===== src/rtl/acb_pkg.sv =====
package acb_pkg;

    localparam int MULT_W    = 8;
    localparam int MULT_FRAC = 6;

    // Gain values in unsigned Q2.6
    localparam logic [MULT_W-1:0] MULT_ONE = 8'd64;
    localparam logic [MULT_W-1:0] MULT_G1  = 8'd77;
    localparam logic [MULT_W-1:0] MULT_G2  = 8'd102;
    localparam logic [MULT_W-1:0] MULT_MAX = 8'd128;

    typedef logic [MULT_W-1:0] mult_t;

    typedef enum logic [1:0] {
        ST_WAIT    = 2'd0,
        ST_ACCUM   = 2'd1,
        ST_PUBLISH = 2'd2
    } acb_state_e;

endpackage


===== src/rtl/acb_active_count.sv =====
module acb_active_count #(
    parameter int NUM_CORES = 4,
    parameter int CNT_W     = $clog2(NUM_CORES + 1)
) (
    input  logic [NUM_CORES-1:0] active_i,
    output logic [CNT_W-1:0]     count_o
);

    logic [CNT_W-1:0] partial [NUM_CORES+1];

    assign partial[0] = '0;

    for (genvar g = 0; g < NUM_CORES; g++) begin : g_add
        assign partial[g+1] = partial[g] + {{(CNT_W-1){1'b0}}, active_i[g]};
    end

    assign count_o = partial[NUM_CORES];

endmodule


===== src/rtl/acb_mult_table.sv =====
module acb_mult_table
    import acb_pkg::*;
#(
    parameter int NUM_CORES = 4,
    parameter int CNT_W     = $clog2(NUM_CORES + 1)
) (
    input  logic [CNT_W-1:0] count_i,
    input  logic             graded_i,
    output mult_t            target_o
);

    localparam logic [CNT_W-1:0] FULL = CNT_W'(NUM_CORES);

    logic [CNT_W-1:0] gated;

    always_comb begin
        gated    = FULL - count_i;
        target_o = MULT_ONE;
        if (graded_i && (count_i != '0) && (count_i < FULL)) begin
            if (gated == CNT_W'(1)) begin
                target_o = MULT_G1;
            end else if (gated == CNT_W'(2)) begin
                target_o = MULT_G2;
            end else begin
                target_o = MULT_MAX;
            end
        end
    end

endmodule


===== src/rtl/acb_avg_filter.sv =====
module acb_avg_filter
    import acb_pkg::*;
#(
    parameter int    AVG_LOG2  = 3,
    parameter mult_t RESET_VAL = MULT_ONE
) (
    input  logic  clk,
    input  logic  rst_n,
    input  logic  push_i,
    input  mult_t din_i,
    output mult_t avg_o
);

    localparam int DEPTH = 1 << AVG_LOG2;
    localparam int SUM_W = MULT_W + AVG_LOG2;

    mult_t            hist [DEPTH];
    logic [SUM_W-1:0] sum_q;

    for (genvar g = 0; g < DEPTH; g++) begin : g_hist
        if (g == 0) begin : g_head
            always_ff @(posedge clk or negedge rst_n) begin
                if (!rst_n) begin
                    hist[g] <= RESET_VAL;
                end else if (push_i) begin
                    hist[g] <= din_i;
                end
            end
        end else begin : g_tail
            always_ff @(posedge clk or negedge rst_n) begin
                if (!rst_n) begin
                    hist[g] <= RESET_VAL;
                end else if (push_i) begin
                    hist[g] <= hist[g-1];
                end
            end
        end
    end

    always_ff @(posedge clk or negedge rst_n) begin
        if (!rst_n) begin
            sum_q <= SUM_W'(RESET_VAL) << AVG_LOG2;
        end else if (push_i) begin
            sum_q <= sum_q + SUM_W'(din_i) - SUM_W'(hist[DEPTH-1]);
        end
    end

    assign avg_o = MULT_W'(sum_q >> AVG_LOG2);

endmodule


===== src/rtl/acb_budget_scale.sv =====
module acb_budget_scale
    import acb_pkg::*;
#(
    parameter int BUDGET_W = 12
) (
    input  logic [BUDGET_W-1:0] base_i,
    input  mult_t               mult_i,
    output logic [BUDGET_W-1:0] budget_o
);

    localparam int PROD_W = BUDGET_W + MULT_W;

    assign budget_o = BUDGET_W'((PROD_W'(base_i) * PROD_W'(mult_i)) >> MULT_FRAC);

endmodule


===== src/rtl/acb_boost_ctrl.sv =====
module acb_boost_ctrl
    import acb_pkg::*;
#(
    parameter int                NUM_CORES    = 4,
    parameter int                BUDGET_W     = 12,
    parameter int                FREQ_W       = 4,
    parameter int                BOOST_THRESH = 3,
    parameter int                AVG_LOG2     = 3,
    parameter logic [FREQ_W-1:0] FREQ_BASE    = 4'd1,
    parameter logic [FREQ_W-1:0] FREQ_BOOST   = 4'd2
) (
    input  logic                 clk,
    input  logic                 rst_n,
    input  logic                 sample_stb,
    input  logic [NUM_CORES-1:0] core_active,
    input  logic                 graded_mode,
    input  logic [BUDGET_W-1:0]  base_budget,
    output logic [FREQ_W-1:0]    freq_code,
    output logic [MULT_W-1:0]    mult_smooth,
    output logic [BUDGET_W-1:0]  core_budget
);

    localparam int               CNT_W    = $clog2(NUM_CORES + 1);
    localparam logic [CNT_W-1:0] THRESH_C = CNT_W'(BOOST_THRESH);

    acb_state_e       state_q;
    acb_state_e       state_d;
    logic             accept;
    logic [CNT_W-1:0] live_count;
    logic [CNT_W-1:0] cap_count;
    logic             cap_graded;
    logic             boost_sel;
    mult_t            target;
    mult_t            avg_val;
    logic [BUDGET_W-1:0] scaled;

    // Awake-core count of the live vector
    acb_active_count #(
        .NUM_CORES (NUM_CORES),
        .CNT_W     (CNT_W)
    ) u_count (
        .active_i (core_active),
        .count_o  (live_count)
    );

    // State register
    always_ff @(posedge clk or negedge rst_n) begin
        if (!rst_n) begin
            state_q <= ST_WAIT;
        end else begin
            state_q <= state_d;
        end
    end

    assign accept = (state_q == ST_WAIT) && sample_stb;

    // Next-state logic
    always_comb begin
        state_d = state_q;
        unique case (state_q)
            ST_WAIT:    if (sample_stb) state_d = ST_ACCUM;
            ST_ACCUM:   state_d = ST_PUBLISH;
            ST_PUBLISH: state_d = ST_WAIT;
            default:    state_d = ST_WAIT;
        endcase
    end

    // Snapshot of count and policy at accept
    always_ff @(posedge clk or negedge rst_n) begin
        if (!rst_n) begin
            cap_count  <= '0;
            cap_graded <= 1'b0;
        end else if (accept) begin
            cap_count  <= live_count;
            cap_graded <= graded_mode;
        end
    end

    acb_mult_table #(
        .NUM_CORES (NUM_CORES),
        .CNT_W     (CNT_W)
    ) u_table (
        .count_i  (cap_count),
        .graded_i (cap_graded),
        .target_o (target)
    );

    acb_avg_filter #(
        .AVG_LOG2  (AVG_LOG2),
        .RESET_VAL (MULT_ONE)
    ) u_avg (
        .clk    (clk),
        .rst_n  (rst_n),
        .push_i (state_q == ST_ACCUM),
        .din_i  (target),
        .avg_o  (avg_val)
    );

    acb_budget_scale #(
        .BUDGET_W (BUDGET_W)
    ) u_scale (
        .base_i   (base_budget),
        .mult_i   (avg_val),
        .budget_o (scaled)
    );

    // Frequency code selection per policy
    always_comb begin
        if (cap_count == '0) begin
            boost_sel = 1'b0;
        end else if (cap_graded) begin
            boost_sel = 1'b1;
        end else begin
            boost_sel = (cap_count <= THRESH_C);
        end
    end

    // Output registers, loaded only when publishing
    always_ff @(posedge clk or negedge rst_n) begin
        if (!rst_n) begin
            freq_code   <= FREQ_BASE;
            mult_smooth <= MULT_ONE;
            core_budget <= '0;
        end else if (state_q == ST_PUBLISH) begin
            freq_code   <= boost_sel ? FREQ_BOOST : FREQ_BASE;
            mult_smooth <= avg_val;
            core_budget <= scaled;
        end
    end

endmodule


===== config.mk =====
export PLATFORM = sky130hd
export DESIGN_NAME = acb_boost_ctrl
export DESIGN_NICKNAME = d
export VERILOG_FILES = /design/src/rtl/acb_pkg.sv /design/src/rtl/acb_active_count.sv /design/src/rtl/acb_mult_table.sv /design/src/rtl/acb_avg_filter.sv /design/src/rtl/acb_budget_scale.sv /design/src/rtl/acb_boost_ctrl.sv
export SDC_FILE = /design/constraint.sdc
export NUM_CORES = 1
export LEC_CHECK = 0
export ABC_CLOCK_PERIOD_IN_PS = 5200
export BUFFER_PORTS_ARGS = -buffer_cell sky130_fd_sc_hd__clkbuf_2
export CORE_MARGIN = 1.5
export CORE_UTILIZATION = 55
export CTS_CLUSTER_DIAMETER = 100
export DETAILED_ROUTE_END_ITERATION = 8
export PLACE_DENSITY = 0.81
export SYNTH_ARGS = -nofsm -noshare
export SYNTH_HDL_FRONTEND = slang
export SYNTH_SLANG_ARGS = --single-unit

===== constraint.sdc =====
create_clock -name clk -period 5.2 [get_ports clk]
set_input_delay 1.04 -clock clk [delete_from_list [all_inputs] [get_ports clk]]
set_output_delay 1.04 -clock clk [all_outputs]
set_load 0.01 [all_outputs]

==> flow_summary_export.csv, run 1 <==
group,metric,value,unit
run_status,status,"finished, final reports clean",
timing,finalHoldViolations,0,
timing,relSlewSlack,0.354,
synthesis,ys_ff_latch,79,
placement,gp_congestion,0.895,
global_routing,grt_overflow_total,0,
global_routing,grt_usage,0.230,
floorplan,die_h,112,microns
layout,final_cell_mix,"nand2_1 (173), inv_1 (111), dfrtp_1 (68)",
floorplan,die_w,112,microns
timing,setup_violations,0,
layout,diodes,0,
synthesis,synth_top_area_cell,"dfrtp_1",
synthesis,synth_edf_count,0,
synthesis,ys_types,51,
placement,pre_cts_slack,-0.0545,ns
clocking,cts_made_buffers,9,
layout,drive_gt1_frac,0.107,
synthesis,seq_area_frac_synth,0.307,
routing,route.antenna.remaining_nets,0,
setup_path,crit_type,"primary input to flop",
synthesis,postSynthAreaPerCell,8.99,sq um
setup_path,required,5.43,ns
timing,final-max-slew-violation-count,0,
synthesis,synthTopCellsByArea,"dfrtp_1 (26%), fa_1 (20%), nand2_1 (10%), ha_1 (8.7%), inv_1 (6.4%)",
setup_path,endpoint_kind,"flop",
timing,max_freq,0.200,GHz
timing,clock_skew,0.0103,ns
synthesis,synth_top_area_frac,0.263,
global_routing,grt_max_degree,80,
layout,nets,883,
setup_path,setup.worst_path.start_class,"primary input",
clocking,clock-sinks,79,
setup_path,arrival,5.23,ns
clocking,cts_tree,"done",
floorplan,placementRows,39,
layout,ff_latch_area,1990,sq um
placement,port_buffers,41,
routing,drt_iter0_markers,302,
routing,vias,4838,
synthesis,async_flop_share,1.00,
layout,final_util,0.620,
global_routing,antenna_found_initial,0,
hold_path,holdCritPathClass,"flop to flop",
layout,area_growth,9.80,%
routing,routed_via_density,5.38,
global_routing,grt_pass1_vias,5129,
placement,post-dp-hpwl,10100,microns
clocking,cts_resized,0,
floorplan,initial_core_util,0.565,
timing,min_period_over_period,0.963,
layout,final_common_cell,"nand2_1",
synthesis,ys_warn_count,0,
timing,rsz0062_at_grt,"false",
timing,worst_slack,0.194,ns
placement,postPlaceCellArea,6800,sq um
clocking,post_cts_buffers,0,
timing,tightest_slew,0.969,ns
routing,drc_errors,0,
routing,wirelength,13300,microns
clocking,clock_latency,0.34,ns
clocking,cts.root.buffer_cell,"clkbuf_16",
synthesis,ys.flop_type,"dfrtp_1",
floorplan,core,11500,sq um
clocking,h-tree-depth,3,
routing,routedWlPerCell,14.8,microns
floorplan,pin_count,44,
flow_run,maxCapViolations,0,
layout,final_area,7110,sq um
clocking,path_clk_slew,0.06,ns
routing,drt_first_pass_iters,5,
setup_path,crit_fanout,8,
synthesis,syn_inst,720,
floorplan,fp.dieArea,12400,sq um
clocking,hold_buffers,0,
clocking,ctsLongestPathBuffers,2,
synthesis,synth_area,6470,sq um
timing,period_needed,5.01,ns
layout,n_fill_cell,924,
layout,multi_input_area,3970,sq um
global_routing,grt_pass1_wl,23300,microns
[state kept, by name (all words and copies together) (netlist names)]
name and flops:
cap_count 3, cap_graded 1, core_budget 12, freq_code 2, mult_smooth 8, state_q 2, u_avg.hist 40, u_avg.sum_q 11
[final cells by class]
class                   instances  share of cell area
repair buffers                 46              0.0345
flip-flops and latches         79               0.280
inverters                     112              0.0591
clock buffers                  12              0.0333
well taps                     143              0.0252
multi-input cells             504               0.558
clock inverters                 4              0.0102
[routing by layer]
metal | up-vias | routed length [microns] | global-route usage | part of all wire
li1 | 2286 | - | - | -
met2 | 114 | 7200 | 0.419 | 0.54
met5 | - | 0 | 0 | 0
met3 | 43 | 452 | 0.0419 | 0.034
met4 | 0 | 411 | 0.0979 | 0.031
met1 | 2395 | 5230 | 0.267 | 0.39
[worst max-delay path, stage by stage]
cell and delay [ns]:
clkbuf_2 0.16, nand2_1 0.10, fa_1 0.49, fa_1 0.57, inv_1 0.07, fa_1 0.54
inv_1 0.06, fa_1 0.53, inv_1 0.05, ha_1 0.31, o21a_1 0.11, nor2_1 0.35
nor3_2 0.12, o211ai_1 0.32, a31oi_1 0.14, o31ai_1 0.28
[Yosys cell counts, drive strengths merged, types with 5 or more instances]
master and number:
ha 45, and2 66, fa 66, nor3b 5, a21o 8, o21ai 35, nand2 173, dfstp 11
clkbuf 21, nor2 16, a21oi 17, inv 112, dfrtp 68, buf 5, xor2 6, xnor2 13
[metrics by stage]
stage | std cells | TNS (ns) | hold slack, ns
3_5_place_dp | 884 | -0.0827 | 0.443
2_1_floorplan | 721 | 0 | 0.435
3_3_place_gp | 884 | 0 | 0.440
4_1_cts | 900 | 0 | 0.455
6_report | 900 | 0 | 0.453
5_1_grt | 900 | 0 | 0.472
[logic make-up (layout without fill, tap and decap cells)]
family	count (synthesis)	after routing	share of synthesized area
and+or+nand+nor	286	286	0.207
buffers and inverters	138	174	0.0812
adders and majority gates	111	111	0.291
AOI/OAI and AO/OA	82	82	0.0806
DFF	79	79	0.307
xor gates and xnor gates	19	19	0.0257
muxes	4	4	0.00696
other	1	2	0.000579
[final timing paths]
kind / startpoint / end / slack, ns / depth (start not counted)
worst min register to register: u_avg.hist[62]$_DFFE_PN1N_ / u_avg.hist[54]$_DFFE_PN1N_ / 0.45 / 2
min in group asynchronous: rst_n / u_avg.hist[31]$_DFFE_PN0N_ / 0.84 / 1
worst min-delay path: u_avg.hist[62]$_DFFE_PN1N_ / u_avg.hist[54]$_DFFE_PN1N_ / 0.45 / 2
max in group asynchronous: rst_n / u_avg.sum_q[3]$_DFFE_PN0N_ / 3.71 / 1
worst max register to register: u_avg.sum_q[9]$_DFFE_PN1N_ / core_budget[11]$_DFFE_PN0N_ / 0.30 / 15
worst max-delay path: base_budget[2] / core_budget[11]$_DFFE_PN0N_ / 0.19 / 16
Power of run 1 is left out: the tool's default activity adds up to more than one toggle a clock period on the data nets, which glitch-free logic cannot reach.
==> run 2, diff against run 1 <==
CORE_UTILIZATION = 62   (was 55)
PLACE_DENSITY = 0.78   (was 0.81)
==> run 2 against run 1 <==
Sequential share of layout area rose by 0.43 points. Core utilization rose by 6.4 points. Setup slack improved by 0.19 ns. Final cell count fell by 0.67%. Global-route usage rose by 3.2 points. Critical path depth fell by 1. Largest cell class unchanged. Highest routed layer unchanged.
==> flow_summary_export.csv, run 2 (synthesis gave the netlist of run 1 again) <==
group,metric,value,unit
routing,drt_first_pass_iters,4,
hold_path,holdCritPathClass,"flop to flop",
clocking,hold_buffers,0,
layout,final_util,0.684,
timing,min_period_over_period,0.926,
layout,top_register,"u_avg.hist",
global_routing,grt_max_degree,80,
layout,diodes,0,
clocking,cts_made_buffers,9,
setup_path,crit_family,"adder cells",
layout,nets,884,
global_routing,grt_pass1_wl,23000,microns
layout,final_cell_mix,"nand2_1 (173), inv_1 (111), dfrtp_1 (68)",
timing,rsz0062_at_grt,"false",
routing,routed_via_density,5.30,
setup_path,rr_startpoint,"u_avg.sum_q[9]$_DFFE_PN1N_",
global_routing,grt_pass1_vias,4984,
placement,gp_congestion,0.840,
timing,finalHoldViolations,0,
flow_run,maxCapViolations,0,
clocking,cts_tree,"done",
clocking,post_cts_buffers,0,
floorplan,initial_core_util,0.633,
setup_path,critical-path-slowest-cell,"fa_1",
setup_path,startpoint,"base_budget[1]",
routing,routedWlPerCell,14.3,microns
routing,wirelength,12800,microns
routing,drc_errors,0,
placement,port_buffers,41,
layout,area_growth,8.14,%
layout,largest_register_ffs,40,
floorplan,pin_count,44,
setup_path,setup.worst_path.start_class,"primary input",
timing,tightest_slew,0.948,ns
floorplan,die_w,105,microns
setup_path,critPathBufInv,3,
global_routing,grtUsageMet1,0.345,
floorplan,fp.dieArea,11100,sq um
layout,top_regs,"u_avg.hist x40, core_budget x12, u_avg.sum_q x11",
clocking,cts.root.buffer_cell,"clkbuf_8",
clocking,clock_latency,0.36,ns
global_routing,grt_overflow_total,0,
clocking,path_clk_slew,0.09,ns
floorplan,die_h,105,microns
clocking,ctsLongestPathBuffers,2,
global_routing,met3_usage,0.0337,
setup_path,crit_top_cell,"fa_1",
setup_path,crit_fanout,8,
layout,drive_gt1_frac,0.112,
run_status,status,"finished, final reports clean",
timing,relSlewSlack,0.368,
global_routing,grt_usage,0.263,
setup_path,required,5.45,ns
timing,max_freq,0.208,GHz
floorplan,placementRows,37,
routing,vias,4736,
setup_path,endpoint_kind,"flop",
global_routing,use_met2,0.447,
timing,setup_violations,0,
placement,post-dp-hpwl,9870,microns
clocking,cts_resized,0,
setup_path,slowest_delay,0.55,ns
routing,drt_iter0_markers,290,
timing,clock_skew,0.0126,ns
timing,period_needed,4.82,ns
setup_path,crit_type,"primary input to flop",
global_routing,gr-max-usage-layer,"met2",
global_routing,antenna_found_initial,0,
floorplan,core,10200,sq um
setup_path,arrival,5.06,ns
setup_path,worstPathCellList,"clkbuf_2 > and2_1 > fa_1 > fa_1 > inv_1 > fa_1 > fa_1 > inv_1 > ha_1 > o21a_1 > nor2_1 > nor3_2 > o21ai_1 > xnor2_1 > mux2_2",
clocking,clock-sinks,79,
routing,route.antenna.remaining_nets,0,
hold_path,hp-start,"u_avg.hist[62]$_DFFE_PN1N_",
clocking,h-tree-depth,3,
layout,final_common_cell,"nand2_1",
timing,final-max-slew-violation-count,0,
run 2: changes by cell type in the layout (fill, tap and decap cells not counted), sizes merged:
| cell | change |
|---|---|
| buf | +1 |
| clkinvlp | -1 |
| clkinv | +2 |
| clkbuf | -3 |
| bufinv | -1 |
| inv | +3 |
run 2: layout make-up:
class / instances / area (sq um)
clock buffers: 9 / 124
clock inverters: 7 / 78.8
fillers: 832 / 3230
inverters: 112 / 420
multi-input cells: 504 / 3970
flip-flops and latches: 79 / 1990
well taps: 136 / 170
repair buffers: 47 / 253
run 2: worst reg2reg max path, stage by stage, from the launching register on:
cell	delay, ns
dfstp_2	0.75
nand2_1	0.13
fa_1	0.50
fa_1	0.55
inv_1	0.06
fa_1	0.52
inv_1	0.06
fa_1	0.53
inv_1	0.04
ha_1	0.32
o21a_1	0.11
nor2_1	0.32
nor3_2	0.12
o21ai_1	0.27
xnor2_1	0.10
mux2_2	0.26
run 2: routing by layer:
layer	part of all wire	wire length, microns
met5	0	0
met3	0.031	395
met2	0.50	6420
met1	0.44	5590
met4	0.028	353
run 2: per-stage QoR:
stage / area, sq um / hold slack [ns] / TNS (ns) / worst slack (ns) / instances
2_1_floorplan: 6480 / 0.435 / 0 / 0.399 / 721
3_3_place_gp: 6800 / 0.440 / 0 / 0.0663 / 878
3_5_place_dp: 6800 / 0.446 / -0.000290 / -0.000290 / 878
4_1_cts: 7000 / 0.456 / 0 / 0.376 / 894
5_1_grt: 7000 / 0.477 / 0 / 0.189 / 894
6_report: 7000 / 0.455 / 0 / 0.384 / 894
run 2: final timing paths:
path	endpoint	slack, ns	depth (start not counted)
setup / recovery	core_budget[8]$_DFFE_PN0N_	0.38	15
hold / removal	u_avg.hist[54]$_DFFE_PN1N_	0.45	2
setup reg to reg	core_budget[8]$_DFFE_PN0N_	0.45	15
hold reg to reg	u_avg.hist[54]$_DFFE_PN1N_	0.45	2
max in group asynchronous	u_avg.sum_q[10]$_DFFE_PN0N_	3.77	1
min in group asynchronous	u_avg.hist[23]$_DFFE_PN0N_	0.82	1
Power of run 2 is left out for the same reason.
